===== config.mk =====
export PLATFORM = sky130hd
export DESIGN_NAME = panel_seq_ctrl
export DESIGN_NICKNAME = d
export VERILOG_FILES = /design/src/rtl/panel_seq_pkg.sv /design/src/rtl/panel_ms_timer.sv /design/src/rtl/panel_gamma_rom.sv /design/src/rtl/panel_cmd_emitter.sv /design/src/rtl/panel_seq_ctrl.sv
export SDC_FILE = /design/constraint.sdc
export NUM_CORES = 1
export LEC_CHECK = 0
export ABC_AREA = 1
export BUFFER_PORTS_ARGS = -buffer_cell sky130_fd_sc_hd__buf_4
export CORE_MARGIN = 2
export CORE_UTILIZATION = 48
export DETAILED_ROUTE_END_ITERATION = 10
export GPL_TIMING_DRIVEN = 0
export PLACE_DENSITY_LB_ADDON = 0.3
export SETUP_SLACK_MARGIN = 0.4
export SLEW_MARGIN = 25
export SYNTH_ARGS = -nofsm -noshare
export SYNTH_HDL_FRONTEND = slang
export SYNTH_HIERARCHICAL = 1
export SYNTH_SLANG_ARGS = --single-unit

===== constraint.sdc =====
create_clock -name clk -period 2.5 [get_ports clk]
set_input_delay 0 -clock clk [delete_from_list [all_inputs] [get_ports clk]]
set_output_delay 0 -clock clk [all_outputs]
set_load 0.05 [all_outputs]

===== src/rtl/panel_seq_pkg.sv =====
`timescale 1ns/1ps
// Shared types and command tables for the panel sequencer.
// Assumes: at most 8 steps per program and at most 31 parameters per command.
package panel_seq_pkg;

    localparam int GAMMA_LEVELS   = 11;
    localparam int GAMMA_NPARAM   = 22;
    localparam int LVL_W          = $clog2(GAMMA_LEVELS);
    localparam int POS_W          = $clog2(GAMMA_NPARAM + 1);
    localparam int STEP_W         = 3;
    localparam int GAMMA_BASE     = 32;
    localparam int GAMMA_POS_INC  = 7;
    localparam int GAMMA_LVL_INC  = 11;

    localparam logic [7:0] OP_GAMMA       = 8'hFA;
    localparam logic [7:0] OP_EXIT_SLEEP  = 8'h11;
    localparam logic [7:0] OP_ENTER_SLEEP = 8'h10;
    localparam logic [7:0] OP_DISPLAY_ON  = 8'h29;
    localparam logic [7:0] GAMMA_COMMIT   = 8'h01;

    typedef enum logic [1:0] {PRG_INIT, PRG_ON, PRG_SLEEP, PRG_GAMMA} prog_e;
    typedef enum logic [1:0] {PK_CFG, PK_GAMMA, PK_COMMIT} pkind_e;

    typedef struct packed {
        logic [7:0]       opcode;
        logic [POS_W-1:0] nparam;
        pkind_e           kind;
        logic             last;
    } step_t;

    // Describe one command step of a program.
    function automatic step_t step_lookup(prog_e prog, logic [STEP_W-1:0] idx);
        step_t s;
        s = '{OP_EXIT_SLEEP, POS_W'(0), PK_CFG, 1'b1};
        case (prog)
            PRG_INIT: begin
                case (idx)
                    3'd0: s = '{8'hF8, POS_W'(14), PK_CFG, 1'b0};
                    3'd1: s = '{8'hF2, POS_W'(5), PK_CFG, 1'b0};
                    3'd2: s = '{8'hF7, POS_W'(3), PK_CFG, 1'b0};
                    3'd3: s = '{OP_GAMMA, POS_W'(GAMMA_NPARAM), PK_GAMMA, 1'b0};
                    3'd4: s = '{OP_GAMMA, POS_W'(1), PK_COMMIT, 1'b0};
                    3'd5: s = '{8'hF6, POS_W'(3), PK_CFG, 1'b0};
                    3'd6: s = '{8'hB1, POS_W'(1), PK_CFG, 1'b0};
                    default: s = '{OP_EXIT_SLEEP, POS_W'(0), PK_CFG, 1'b1};
                endcase
            end
            PRG_ON:    s = '{OP_DISPLAY_ON, POS_W'(0), PK_CFG, 1'b1};
            PRG_SLEEP: s = '{OP_ENTER_SLEEP, POS_W'(0), PK_CFG, 1'b1};
            default: begin
                if (idx == '0) s = '{OP_GAMMA, POS_W'(GAMMA_NPARAM), PK_GAMMA, 1'b0};
                else           s = '{OP_GAMMA, POS_W'(1), PK_COMMIT, 1'b1};
            end
        endcase
        return s;
    endfunction

    // Configuration parameter value for a given opcode and 1-based position.
    function automatic logic [7:0] cfg_param(logic [7:0] op, logic [POS_W-1:0] pos);
        logic [7:0] mult;
        mult = 8'(pos) * 8'h13;
        return op ^ mult;
    endfunction

endpackage


===== src/rtl/panel_ms_timer.sv =====
`timescale 1ns/1ps
// Down-counting delay timer. A go pulse loads a cycle count. fire is high
// in the last counted cycle. Assumes load is at least 1.
module panel_ms_timer #(
    parameter int CNT_W = 8
) (
    input  logic             clk,
    input  logic             rst_n,
    input  logic             go,
    input  logic [CNT_W-1:0] load,
    output logic             fire
);

    logic [CNT_W-1:0] cnt_q;
    logic             run_q;

    assign fire = run_q && (cnt_q == CNT_W'(1));

    // Load on go, then count down and stop after the firing cycle.
    always_ff @(posedge clk) begin
        if (!rst_n) begin
            cnt_q <= '0;
            run_q <= 1'b0;
        end else if (go) begin
            cnt_q <= load;
            run_q <= 1'b1;
        end else if (run_q) begin
            cnt_q <= cnt_q - CNT_W'(1);
            if (fire) run_q <= 1'b0;
        end
    end

endmodule


===== src/rtl/panel_gamma_rom.sv =====
`timescale 1ns/1ps
// Computed gamma table indexed by level and 1-based byte position.
// Out-of-range indices read as zero.
module panel_gamma_rom
    import panel_seq_pkg::*;
#(
    parameter int LEVELS = GAMMA_LEVELS,
    parameter int NPARAM = GAMMA_NPARAM
) (
    input  logic [LVL_W-1:0] level,
    input  logic [POS_W-1:0] pos,
    output logic [7:0]       data
);

    logic [7:0] rom_q [LEVELS][NPARAM];

    for (genvar l = 0; l < LEVELS; l++) begin : g_lvl
        for (genvar p = 0; p < NPARAM; p++) begin : g_pos
            assign rom_q[l][p] = 8'((GAMMA_BASE + (p + 1) * GAMMA_POS_INC
                                     + l * GAMMA_LVL_INC) % 256);
        end
    end

    // Guarded table read.
    always_comb begin
        data = '0;
        if (int'(level) < LEVELS && pos != '0 && int'(pos) <= NPARAM)
            data = rom_q[level][pos - POS_W'(1)];
    end

endmodule


===== src/rtl/panel_cmd_emitter.sv =====
`timescale 1ns/1ps
// Walks the command steps of one program. Each command goes out byte by
// byte on a valid/ready stream, and the emitter waits for the writer's done
// pulse after each command. A writer error ends the program early. Program
// and level are latched at start.
module panel_cmd_emitter
    import panel_seq_pkg::*;
(
    input  logic             clk,
    input  logic             rst_n,
    input  logic             start,
    input  prog_e            prog,
    input  logic [LVL_W-1:0] level,
    input  logic             wr_ready,
    input  logic             wr_done,
    input  logic             wr_err,
    output logic             wr_valid,
    output logic [7:0]       wr_byte,
    output logic             wr_dc,
    output logic             wr_last,
    output logic             done,
    output logic             err
);

    typedef enum logic [1:0] {E_IDLE, E_BYTE, E_WAIT} est_e;

    est_e              es_q;
    prog_e             prog_q;
    logic [LVL_W-1:0]  lvl_q;
    logic [STEP_W-1:0] step_q;
    logic [POS_W-1:0]  pos_q;
    step_t             cur;
    logic [7:0]        gam_byte;
    logic [7:0]        par_byte;

    assign cur = step_lookup(prog_q, step_q);

    panel_gamma_rom u_rom (
        .level (lvl_q),
        .pos   (pos_q),
        .data  (gam_byte)
    );

    // Select the parameter byte for the current position.
    always_comb begin
        case (cur.kind)
            PK_GAMMA:  par_byte = gam_byte;
            PK_COMMIT: par_byte = GAMMA_COMMIT;
            default:   par_byte = cfg_param(cur.opcode, pos_q);
        endcase
    end

    assign wr_valid = (es_q == E_BYTE);
    assign wr_dc    = (pos_q != '0);
    assign wr_last  = (pos_q == cur.nparam);
    assign wr_byte  = wr_dc ? par_byte : cur.opcode;

    // Step and byte sequencing with the writer handshake.
    always_ff @(posedge clk) begin
        if (!rst_n) begin
            es_q   <= E_IDLE;
            prog_q <= PRG_INIT;
            lvl_q  <= '0;
            step_q <= '0;
            pos_q  <= '0;
            done   <= 1'b0;
            err    <= 1'b0;
        end else begin
            done <= 1'b0;
            case (es_q)
                E_IDLE: begin
                    if (start) begin
                        prog_q <= prog;
                        lvl_q  <= level;
                        step_q <= '0;
                        pos_q  <= '0;
                        err    <= 1'b0;
                        es_q   <= E_BYTE;
                    end
                end
                E_BYTE: begin
                    if (wr_ready) begin
                        if (wr_last) es_q  <= E_WAIT;
                        else         pos_q <= pos_q + POS_W'(1);
                    end
                end
                default: begin
                    if (wr_done) begin
                        if (wr_err || cur.last) begin
                            done <= 1'b1;
                            err  <= wr_err;
                            es_q <= E_IDLE;
                        end else begin
                            step_q <= step_q + STEP_W'(1);
                            pos_q  <= '0;
                            es_q   <= E_BYTE;
                        end
                    end
                end
            endcase
        end
    end

endmodule


===== src/rtl/panel_seq_ctrl.sv =====
`timescale 1ns/1ps
// Panel power and enable sequencer, top level. Accepts one request at a
// time and orders the supplies, the reset and the command programs, with
// fixed waits counted in clock cycles. Assumes request inputs are
// synchronous single-cycle pulses.
module panel_seq_ctrl
    import panel_seq_pkg::*;
#(
    parameter int CYC_PER_MS    = 125000,
    parameter int T_SUPPLY_MS   = 25,
    parameter int T_RESET_MS    = 120,
    parameter int T_SLEEP_MS    = 200,
    parameter int DEFAULT_LEVEL = 10
) (
    input  logic             clk,
    input  logic             rst_n,
    input  logic             req_prepare,
    input  logic             req_enable,
    input  logic             req_disable,
    input  logic             req_unprepare,
    input  logic             lvl_set,
    input  logic [LVL_W-1:0] lvl_value,
    output logic [1:0]       sup_en,
    output logic             panel_rst,
    output logic             bl_en,
    output logic             prepared,
    output logic             enabled,
    output logic             busy,
    output logic             wr_valid,
    output logic [7:0]       wr_byte,
    output logic             wr_dc,
    output logic             wr_last,
    input  logic             wr_ready,
    input  logic             wr_done,
    input  logic             wr_err
);

    localparam int SUPPLY_CYC = T_SUPPLY_MS * CYC_PER_MS;
    localparam int RESET_CYC  = T_RESET_MS * CYC_PER_MS;
    localparam int SLEEP_CYC  = T_SLEEP_MS * CYC_PER_MS;
    localparam int MAX_CYC    = (SUPPLY_CYC > RESET_CYC)
                              ? ((SUPPLY_CYC > SLEEP_CYC) ? SUPPLY_CYC : SLEEP_CYC)
                              : ((RESET_CYC > SLEEP_CYC) ? RESET_CYC : SLEEP_CYC);
    localparam int CNT_W      = $clog2(MAX_CYC + 1);

    typedef enum logic [2:0] {
        ST_IDLE, ST_PU_SUPPLY, ST_PU_RESET, ST_SEND, ST_PD_RESET, ST_SLEEP_WAIT
    } state_e;

    state_e           state_q;
    prog_e            prog_q;
    logic [LVL_W-1:0] lvl_q;
    logic             tmr_go;
    logic [CNT_W-1:0] tmr_load;
    logic             tmr_fire;
    logic             em_go;
    logic             em_done;
    logic             em_err;
    logic             take_unprep;
    logic             take_disable;
    logic             take_prepare;
    logic             take_enable;
    logic             take_level;

    assign busy = (state_q != ST_IDLE);

    // Pick the one eligible request by fixed priority.
    always_comb begin
        take_unprep  = 1'b0;
        take_disable = 1'b0;
        take_prepare = 1'b0;
        take_enable  = 1'b0;
        take_level   = 1'b0;
        if (req_unprepare && prepared)                 take_unprep  = 1'b1;
        else if (req_disable && enabled)               take_disable = 1'b1;
        else if (req_prepare && !prepared)             take_prepare = 1'b1;
        else if (req_enable && prepared && !enabled)   take_enable  = 1'b1;
        else if (lvl_set && int'(lvl_value) < GAMMA_LEVELS) take_level = 1'b1;
    end

    panel_ms_timer #(
        .CNT_W (CNT_W)
    ) u_timer (
        .clk   (clk),
        .rst_n (rst_n),
        .go    (tmr_go),
        .load  (tmr_load),
        .fire  (tmr_fire)
    );

    panel_cmd_emitter u_emit (
        .clk      (clk),
        .rst_n    (rst_n),
        .start    (em_go),
        .prog     (prog_q),
        .level    (lvl_q),
        .wr_ready (wr_ready),
        .wr_done  (wr_done),
        .wr_err   (wr_err),
        .wr_valid (wr_valid),
        .wr_byte  (wr_byte),
        .wr_dc    (wr_dc),
        .wr_last  (wr_last),
        .done     (em_done),
        .err      (em_err)
    );

    // Main life-cycle state machine.
    always_ff @(posedge clk) begin
        if (!rst_n) begin
            state_q   <= ST_IDLE;
            prog_q    <= PRG_INIT;
            lvl_q     <= LVL_W'(DEFAULT_LEVEL);
            sup_en    <= 2'b00;
            panel_rst <= 1'b1;
            bl_en     <= 1'b0;
            prepared  <= 1'b0;
            enabled   <= 1'b0;
            tmr_go    <= 1'b0;
            tmr_load  <= '0;
            em_go     <= 1'b0;
        end else begin
            tmr_go <= 1'b0;
            em_go  <= 1'b0;
            case (state_q)
                ST_IDLE: begin
                    if (take_unprep) begin
                        bl_en     <= 1'b0;
                        panel_rst <= 1'b1;
                        tmr_go    <= 1'b1;
                        tmr_load  <= CNT_W'(RESET_CYC);
                        state_q   <= ST_PD_RESET;
                    end else if (take_disable) begin
                        bl_en   <= 1'b0;
                        prog_q  <= PRG_SLEEP;
                        em_go   <= 1'b1;
                        state_q <= ST_SEND;
                    end else if (take_prepare) begin
                        sup_en   <= 2'b11;
                        tmr_go   <= 1'b1;
                        tmr_load <= CNT_W'(SUPPLY_CYC);
                        state_q  <= ST_PU_SUPPLY;
                    end else if (take_enable) begin
                        prog_q  <= PRG_ON;
                        em_go   <= 1'b1;
                        state_q <= ST_SEND;
                    end else if (take_level) begin
                        lvl_q <= lvl_value;
                        if (prepared) begin
                            prog_q  <= PRG_GAMMA;
                            em_go   <= 1'b1;
                            state_q <= ST_SEND;
                        end
                    end
                end
                ST_PU_SUPPLY: begin
                    if (tmr_fire) begin
                        panel_rst <= 1'b0;
                        tmr_go    <= 1'b1;
                        tmr_load  <= CNT_W'(RESET_CYC);
                        state_q   <= ST_PU_RESET;
                    end
                end
                ST_PU_RESET: begin
                    if (tmr_fire) begin
                        prog_q  <= PRG_INIT;
                        em_go   <= 1'b1;
                        state_q <= ST_SEND;
                    end
                end
                ST_SEND: begin
                    if (em_done) begin
                        case (prog_q)
                            PRG_INIT: begin
                                if (em_err) begin
                                    panel_rst <= 1'b1;
                                    tmr_go    <= 1'b1;
                                    tmr_load  <= CNT_W'(RESET_CYC);
                                    state_q   <= ST_PD_RESET;
                                end else begin
                                    prepared <= 1'b1;
                                    state_q  <= ST_IDLE;
                                end
                            end
                            PRG_ON: begin
                                bl_en   <= 1'b1;
                                enabled <= 1'b1;
                                state_q <= ST_IDLE;
                            end
                            PRG_SLEEP: begin
                                tmr_go   <= 1'b1;
                                tmr_load <= CNT_W'(SLEEP_CYC);
                                state_q  <= ST_SLEEP_WAIT;
                            end
                            default: state_q <= ST_IDLE;
                        endcase
                    end
                end
                ST_PD_RESET: begin
                    if (tmr_fire) begin
                        sup_en   <= 2'b00;
                        prepared <= 1'b0;
                        enabled  <= 1'b0;
                        state_q  <= ST_IDLE;
                    end
                end
                ST_SLEEP_WAIT: begin
                    if (tmr_fire) begin
                        enabled <= 1'b0;
                        state_q <= ST_IDLE;
                    end
                end
                default: state_q <= ST_IDLE;
            endcase
        end
    end

endmodule


==> reports/qor.yml, run 1 <==
timing:
  fin_crit_ns: 2.64
  max_freq_ghz: 0.379
  clock_skew_ns: 0.00809
  setup_viol: 6
  postLayoutSetupSlackWorst_ns: -0.136
  rsz0062_at_grt: "true"
  post-route-period-util_pct: 105
  hold_viol: 0
  timing.hold.ws_ns: 0.0236
  slew_viol_final: 0
  tightest_slew_ns: 0.655
  maxSlewHeadroom_pct: 56.4
detailed_routing:
  drt-vias-per-instance: 5.56
  vias: 7571
  initialDrtViolationCount: 744
  wl_mm: 20.4
  dr.pass1.iters: 6
  wl_per_cell_um: 15.0
  drc: 0
  postRouteAntennaNets: 0
hold_path:
  whs_endpoint: "u_emit/done"
  min_from: "wr_done"
  whs_path_depth: 3
  min_path_type: "input pin to flip-flop"
worst_setup_path:
  critPathMaxStageDelay_ns: 0.35
  critPathMostFrequentCell: "buf_6"
  critPathKind: "flip-flop to primary output"
  path_max_fanout: 4
  cp.required_ns: 2.50
  cp.buffers_inverters: 5
  crit_chain: "buf_6 > inv_6 > clkbuf_16 > ha_4 > xnor2_4 > nor2_4 > inv_2 > nand2_4 > a21oi_4 > o211ai_1 > nor2_1 > a22oi_2 > o21ai_4 > buf_6"
  reg2reg_to: "u_emit/pos_q[1]"
  arrival_ns: 2.64
  reg2reg_from: "u_emit/step_q[0]"
  worst_setup_path_start_kind: "flip-flop"
  r2r_cells: 14
  endpoint_kind: "primary output"
  ff2ff_setup_slack_ns: 0.48
  crit_path_top_delay_cell: "dfxtp_4"
  cp_top_family: "compound AO/OA/AOI/OAI gates"
clock_tree:
  cts_buffers: 9
  clk_pin_slew_ns: 0.06
  clock_sinks: 67
  clockBufferDepth: 2
  clkLatencyLatePin_ns: 0.33
  htree_levels: 3
  clockRootBuffer: "clkbuf_16"
  cts_tree: "built"
grt:
  grt_pass1_vias: 7099
  grt_max_degree: 17
  gr-total-overflow: 0
  grtUsageTotal_pct: 27.8
  grt_pass1_wl_mm: 33.0
  antenna_found_initial: 0
floorplanning:
  io_pins: 32
  core-area_um2: 13300
  initial_core_util_pct: 49.4
  die_y_um: 121
  die_x_um: 121
  dieArea_um2: 14600
  rows: 42
finish:
  drive_gt1_share_pct: 23.4
  diodes: 0
  most-common-layout-cells: "nand2_1 (306), nor2_1 (115), nand3_1 (103)"
  final_common_cell: "nand2_1"
  num-nets-final: 1230
  syn2layout_area_growth_pct: 27.3
synthesis:
  postSynthRegisterBits: 67
  async_reset_ff_share_pct: 0
  yosysWarnings: 6
  syn_avg_cell_area_um2: 5.93
  synth_cells: 1107
  ys.flop_type: "dfxtp_1"
  synth_edf_count: 0
  synth.cell_area_um2: 6570
  ys_seq_area_share_pct: 20.4
  synth.distinct_cells: 53
status:
  status: "finished, violations left"
  violations: "negative setup slack"
place:
  io_buffers: 31
  finalWeightedCongestion: 0.997
  dp_hpwl_mm: 14.8
flow_run:
  maxCapViolations: 0
-- worst reg2reg max path: cells and delay by family (launching register included) --
family / cells / cell delay (ns)
flip-flops: 1 / 0.38
adder cells (fa/ha/maj): 1 / 0.17
buffers and inverters: 3 / 0.38
AO/OA/AOI/OAI: 1 / 0.14
AND/OR/NAND/NOR: 9 / 0.87
-- synth_stat cells, drive strengths merged, types with 2 or more instances --
master,n,share of area [%]
o221ai,2,0.27
or2,2,0.19
xor2,13,2.1
nand4,14,1.7
a22oi,18,2.1
inv,128,7.4
nor3,6,0.53
xnor2,5,0.78
a21oi,96,7.8
dfxtp,67,20
a32oi,2,0.27
a21o,4,0.46
a31oi,8,0.76
nand2,328,20
nor2,153,10
buf,22,2.0
o211ai,4,0.46
ha,35,6.7
clkinv,3,0.19
clkbuf,7,0.40
o21ai,60,4.6
nand3,120,9.5
-- per-layer routing --
layer	part of all wire, %	GRT usage [%]	up-vias	wire (um)
met5	0	0	-	0
met4	3.8	14.1	0	780
met3	6.2	3.29	70	1260
met2	49	48.0	308	9900
met1	41	33.8	3434	8420
li1	-	-	3759	-
-- timing repair --
item | in CTS | in global routing
endpoints found under the setup margin | 9 | 23
buffers inserted | 20 | 2
hold buffers | 4 | 0
cloned | 1 | 0
gates resized for setup | 73 | 56
endpoints found under the hold margin | 4 | 0
pin swaps | 35 | 33
-- sequential cells by signal, indices dropped and copies added, names as in the netlist, 2 cells and up --
signal / flops
u_emit/pos_q: 5
u_emit/step_q: 3
u_emit/lvl_q: 4
prog_q: 2
u_emit/es_q: 2
u_emit/prog_q: 2
u_timer/cnt_q: 25
tmr_load: 7
state_q: 3
lvl_q: 4
-- worst max-delay path by stage --
| stage | from | endpoint | depth (start not counted) |
|---|---|---|---|
| floorplan | u_emit/pos_q[0] | wr_byte[4] | 15 |
| detailed placement | u_emit/pos_q[0] | wr_byte[6] | 15 |
| finish | u_emit/pos_q[0] | wr_byte[2] | 14 |
| CTS | u_emit/pos_q[0] | wr_byte[6] | 11 |
| global placement | u_emit/pos_q[0] | wr_byte[6] | 15 |
| global route | u_emit/pos_q[0] | wr_byte[5] | 16 |
-- cell families after synthesis --
| family | share of synthesized area, % |
|---|---|
| DFF | 20.4 |
| buffers and inverters | 10.3 |
| other | 0.0571 |
| AOI/OAI and AO/OA | 17.1 |
| xor gates and xnor gates | 2.86 |
| and+or+nand+nor | 42.2 |
| adders and majority gates | 6.97 |
-- through the flow --
step | setup TNS, ns | setup WS, ns | std cells | utilization (%) | cell area, um2
finish | -0.501 | -0.136 | 1361 | 62.9 | 8360
global route | -1.36 | -0.231 | 1361 | 62.9 | 8360
CTS | -0.334 | -0.0914 | 1359 | 61.3 | 8160
detailed placement | -0.0902 | -0.0456 | 1318 | 55.3 | 7350
global placement | -0.0579 | -0.0360 | 1318 | 55.3 | 7350
floorplan | 0 | 0.289 | 1111 | - | 6900
-- layout make-up --
cell class                 count  area [um2]
timing repair buffer          58         514
multi-input combinational    882        5130
clock inverter                 4        72.6
sequential                    67        1380
tap                          176         220
inverter                     131         520
clock buffer                  12         256
buffer                        31         263
fill                        1224        4930
Power of run 1 is left out: the tool's default activity adds up to more than one toggle a clock period on the data nets, which glitch-free logic cannot reach.
==> inputs of run 2 (changes only) <==
RECOVER_POWER = 50   (was not set)
SYNTH_HIERARCHICAL = not set   (was 1)
==> reports/qor.yml, run 2 <==
status:
  status: "finished, violations left"  # unchanged
  violations: "negative hold slack, negative setup slack"  # was negative setup slack
synthesis:
  synth.cell_area_um2: 6260  # was 6570 um2
  async_reset_ff_share_pct: 0  # unchanged
  synth_edf_count: 0  # unchanged
  yosysWarnings: 0  # was 6
  synth_area_leader_cell: "dfxtp_1"  # unchanged
  ys.flop_type: "dfxtp_1"  # unchanged
  synth_cells: 1051  # was 1107
  synth.distinct_cells: 55  # was 53
  syn_nets: 1104
  ys_top_cells_by_area: "dfxtp_1 (21%), nand2_1 (17%), ha_1 (7.6%), nor2_1 (7.2%), inv_1 (7.1%)"  # was dfxtp_1 (20%), nand2_1 (18%), nand3_1 (8.8%), nor2_1 (7.4%), a21oi_1 (6.7%)
  synth_top_area_share_pct: 21.4  # was 20.4%
  netlist_top_cells_count: "nand2_1 (278), nor2_1 (120), inv_1 (119)"  # was nand2_1 (314), nor2_1 (130), nand3_1 (116)
  syn_avg_cell_area_um2: 5.96  # was 5.93 um2
  yosysMostFrequentCell: "nand2_1"  # unchanged
  ys_seq_area_share_pct: 21.4  # was 20.4%
  postSynthRegisterBits: 67  # unchanged
timing:
  fin_tns_setup_ns: -0.511  # was -0.501 ns
  hold_viol: 1  # was 0
  rsz0062_at_grt: "true"  # unchanged
  maxSlewHeadroom_pct: 50.1  # was 56.4%
  slew_viol_final: 0  # unchanged
  tightest_slew_ns: 0.746  # was 0.655 ns
  clock_skew_ns: 0.00722  # was 0.00809 ns
  max_freq_ghz: 0.380  # was 0.379 GHz
  fin_crit_ns: 2.63  # was 2.64 ns
  timing.hold.ws_ns: -0.000405  # was 0.0236 ns
  setup_viol: 6  # unchanged
  post-route-period-util_pct: 105  # about the same
  postLayoutSetupSlackWorst_ns: -0.131  # was -0.136 ns
clock_tree:
  clock_sinks: 67  # unchanged
  clockRootBuffer: "clkbuf_16"  # unchanged
  clkLatencyLatePin_ns: 0.34  # was 0.33 ns
  cts_buffers: 9  # unchanged
  clockBufferDepth: 2  # unchanged
  cts_tree: "built"  # unchanged
  clk_pin_slew_ns: 0.06  # about the same
  htree_levels: 3  # unchanged
flow_run:
  maxCapViolations: 0  # unchanged
worst_setup_path:
  r2r_cells: 11  # was 14
  arrival_ns: 2.63  # was 2.64 ns
  worst_setup_path_start_kind: "flip-flop"  # unchanged
  critPathKind: "flip-flop to primary output"  # unchanged
  path_max_fanout: 4  # unchanged
  endpoint_kind: "primary output"  # unchanged
  cp.required_ns: 2.50  # about the same
finish:
  fillers: 1125  # was 1224
  reg_top3: "u_timer.cnt_q x25, tmr_load x7, u_emit.pos_q x5"  # was u_timer/cnt_q x25, tmr_load x7, u_emit/pos_q x5
  drive_gt1_share_pct: 23.5  # was 23.4%
  final_core_util_pct: 65.8  # was 62.9%
  num-nets-final: 1203  # was 1230
  final_area_um2: 8330  # was 8360 um2
  diodes: 0  # unchanged
  syn2layout_area_growth_pct: 33.1  # was 27.3%
  fin_cells: 1327  # was 1361
  regArea_um2: 1380  # about the same
  multi_input_area_um2: 4970  # was 5130 um2
  regMostFlops: "u_timer.cnt_q"  # was u_timer/cnt_q
  most-common-layout-cells: "nand2_1 (261), nor2_1 (111), inv_1 (104)"  # was nand2_1 (306), nor2_1 (115), nand3_1 (103)
  largest_reg_flops: 25  # unchanged
  final_common_cell: "nand2_1"  # unchanged
grt:
  grt_max_degree: 12  # was 17
  antenna_found_initial: 0  # unchanged
  grtUsageTotal_pct: 29.7  # was 27.8%
  gr-total-overflow: 0  # unchanged
  grt_pass1_vias: 6997  # was 7099
  grt_pass1_wl_mm: 34.2  # was 33.0 mm
hold_path:
  min_path_type: "input pin to flip-flop"  # unchanged
  whs_path_depth: 3  # unchanged
floorplanning:
  die_x_um: 118  # was 121 um
  die_y_um: 118  # was 121 um
  rows: 41  # was 42
  core-area_um2: 12700  # was 13300 um2
  io_pins: 32  # unchanged
  initial_core_util_pct: 49.4  # about the same
  dieArea_um2: 14000  # was 14600 um2
place:
  io_buffers: 30  # was 31
  dp_hpwl_mm: 15.1  # was 14.8 mm
  pre_cts_ws_ns: -0.0706  # was -0.0456 ns
  placed_cell_area_um2: 7010  # was 7350 um2
  finalWeightedCongestion: 0.965  # was 0.997
  place_inst: 1253  # was 1318
detailed_routing:
  drt-vias-per-instance: 5.73  # was 5.56
  vias: 7607  # was 7571
  drc: 0  # unchanged
  wl_per_cell_um: 16.2  # was 15.0 um
  initialDrtViolationCount: 791  # was 744
  postRouteAntennaNets: 0  # unchanged
  wl_mm: 21.5  # was 20.4 mm
  dr.pass1.iters: 8  # was 6
power_and_ir_drop:
  power.density_nw_per_um2: 1490
  total_power_mw: 12.4
  irDropWorstVdd_mv: 0.856
  leakagePower_nw: 3.86
[run 2: changes by cell type in the layout (fill, tap and decap cells not counted), moves of 11 or more]
cell	previous run	this run
nand3_1	103	74
nand4_1	12	23
nand2_1	306	261
a22oi_1	16	1
o21ai_0	37	69
nor2_2	25	13
clkbuf_1	4	20
a21oi_2	19	7
buf_4	44	62
a21oi_1	69	55
[run 2: worst paths after layout]
| path | end | slack [ns] | startpoint |
|---|---|---|---|
| setup / recovery | wr_byte[5] | -0.13 | u_emit.pos_q[0] |
| hold / removal | u_emit.err | -0.0004 | wr_err |
| setup reg to reg | tmr_load[19] | 0.44 | u_timer.cnt_q[1] |
| hold reg to reg | tmr_load[20] | 0.44 | tmr_load[20] |
[run 2: report_power, final]
part / internal [mW] / switching (mW)
clock: 0.762 / 0.460
sequential: 1.43 / 0.391
combinational: 3.50 / 5.84
[run 2: cells by family (layout without fill, tap and decap cells)]
family / count (synthesis) / count (layout) / synth area share [%]
simple gates: 565 / 565 / 39.8
compound gates: 203 / 203 / 18.2
buf+inv: 161 / 265 / 10.2
flops: 67 / 67 / 21.4
fa+ha+maj: 39 / 39 / 7.91
xor+xnor: 16 / 16 / 2.48
[run 2: final cells by class]
| cell class | count | share of cell area (%) |
|---|---|---|
| repair buffers | 88 | 8.74 |
| clock inverters | 6 | 0.676 |
| flip-flops and latches | 67 | 16.5 |
| well taps | 172 | 2.58 |
| multi-input cells | 823 | 59.6 |
| inverters | 131 | 6.46 |
| plain buffers | 30 | 2.69 |
| clock buffers | 10 | 2.75 |
[run 2: what timing repair did]
| action | 4_1_cts | 5_1_grt |
|---|---|---|
| pin swaps | 39 | 28 |
| endpoints found under the setup margin | 10 | 20 |
| setup buffers | 40 | 14 |
| hold buffers | 4 | 0 |
| cloned | 0 | 0 |
| hold endpoints to repair | 4 | 0 |
| gates resized for setup | 106 | 55 |
[run 2: routing by layer]
metal | vias up | wire length, um | track usage, %
met5 | - | 0 | 0
met4 | 0 | 876 | 12.4
met3 | 85 | 1770 | 4.15
met2 | 419 | 10200 | 50.3
met1 | 3440 | 8710 | 37.7
li1 | 3663 | - | -
[run 2: worst max-delay path: stages (launching register included)]
cell and delay (ns):
dfxtp_4 0.35, buf_6 0.11, ha_4 0.26, ha_4 0.19, ha_4 0.25, a21oi_2 0.12, nand2_1 0.08, or2_4 0.23
nand2_2 0.08, xor2_1 0.08, o21ai_1 0.14, inv_1 0.08, a21oi_4 0.14, buf_6 0.18
Power figures use the tool's default switching activity.
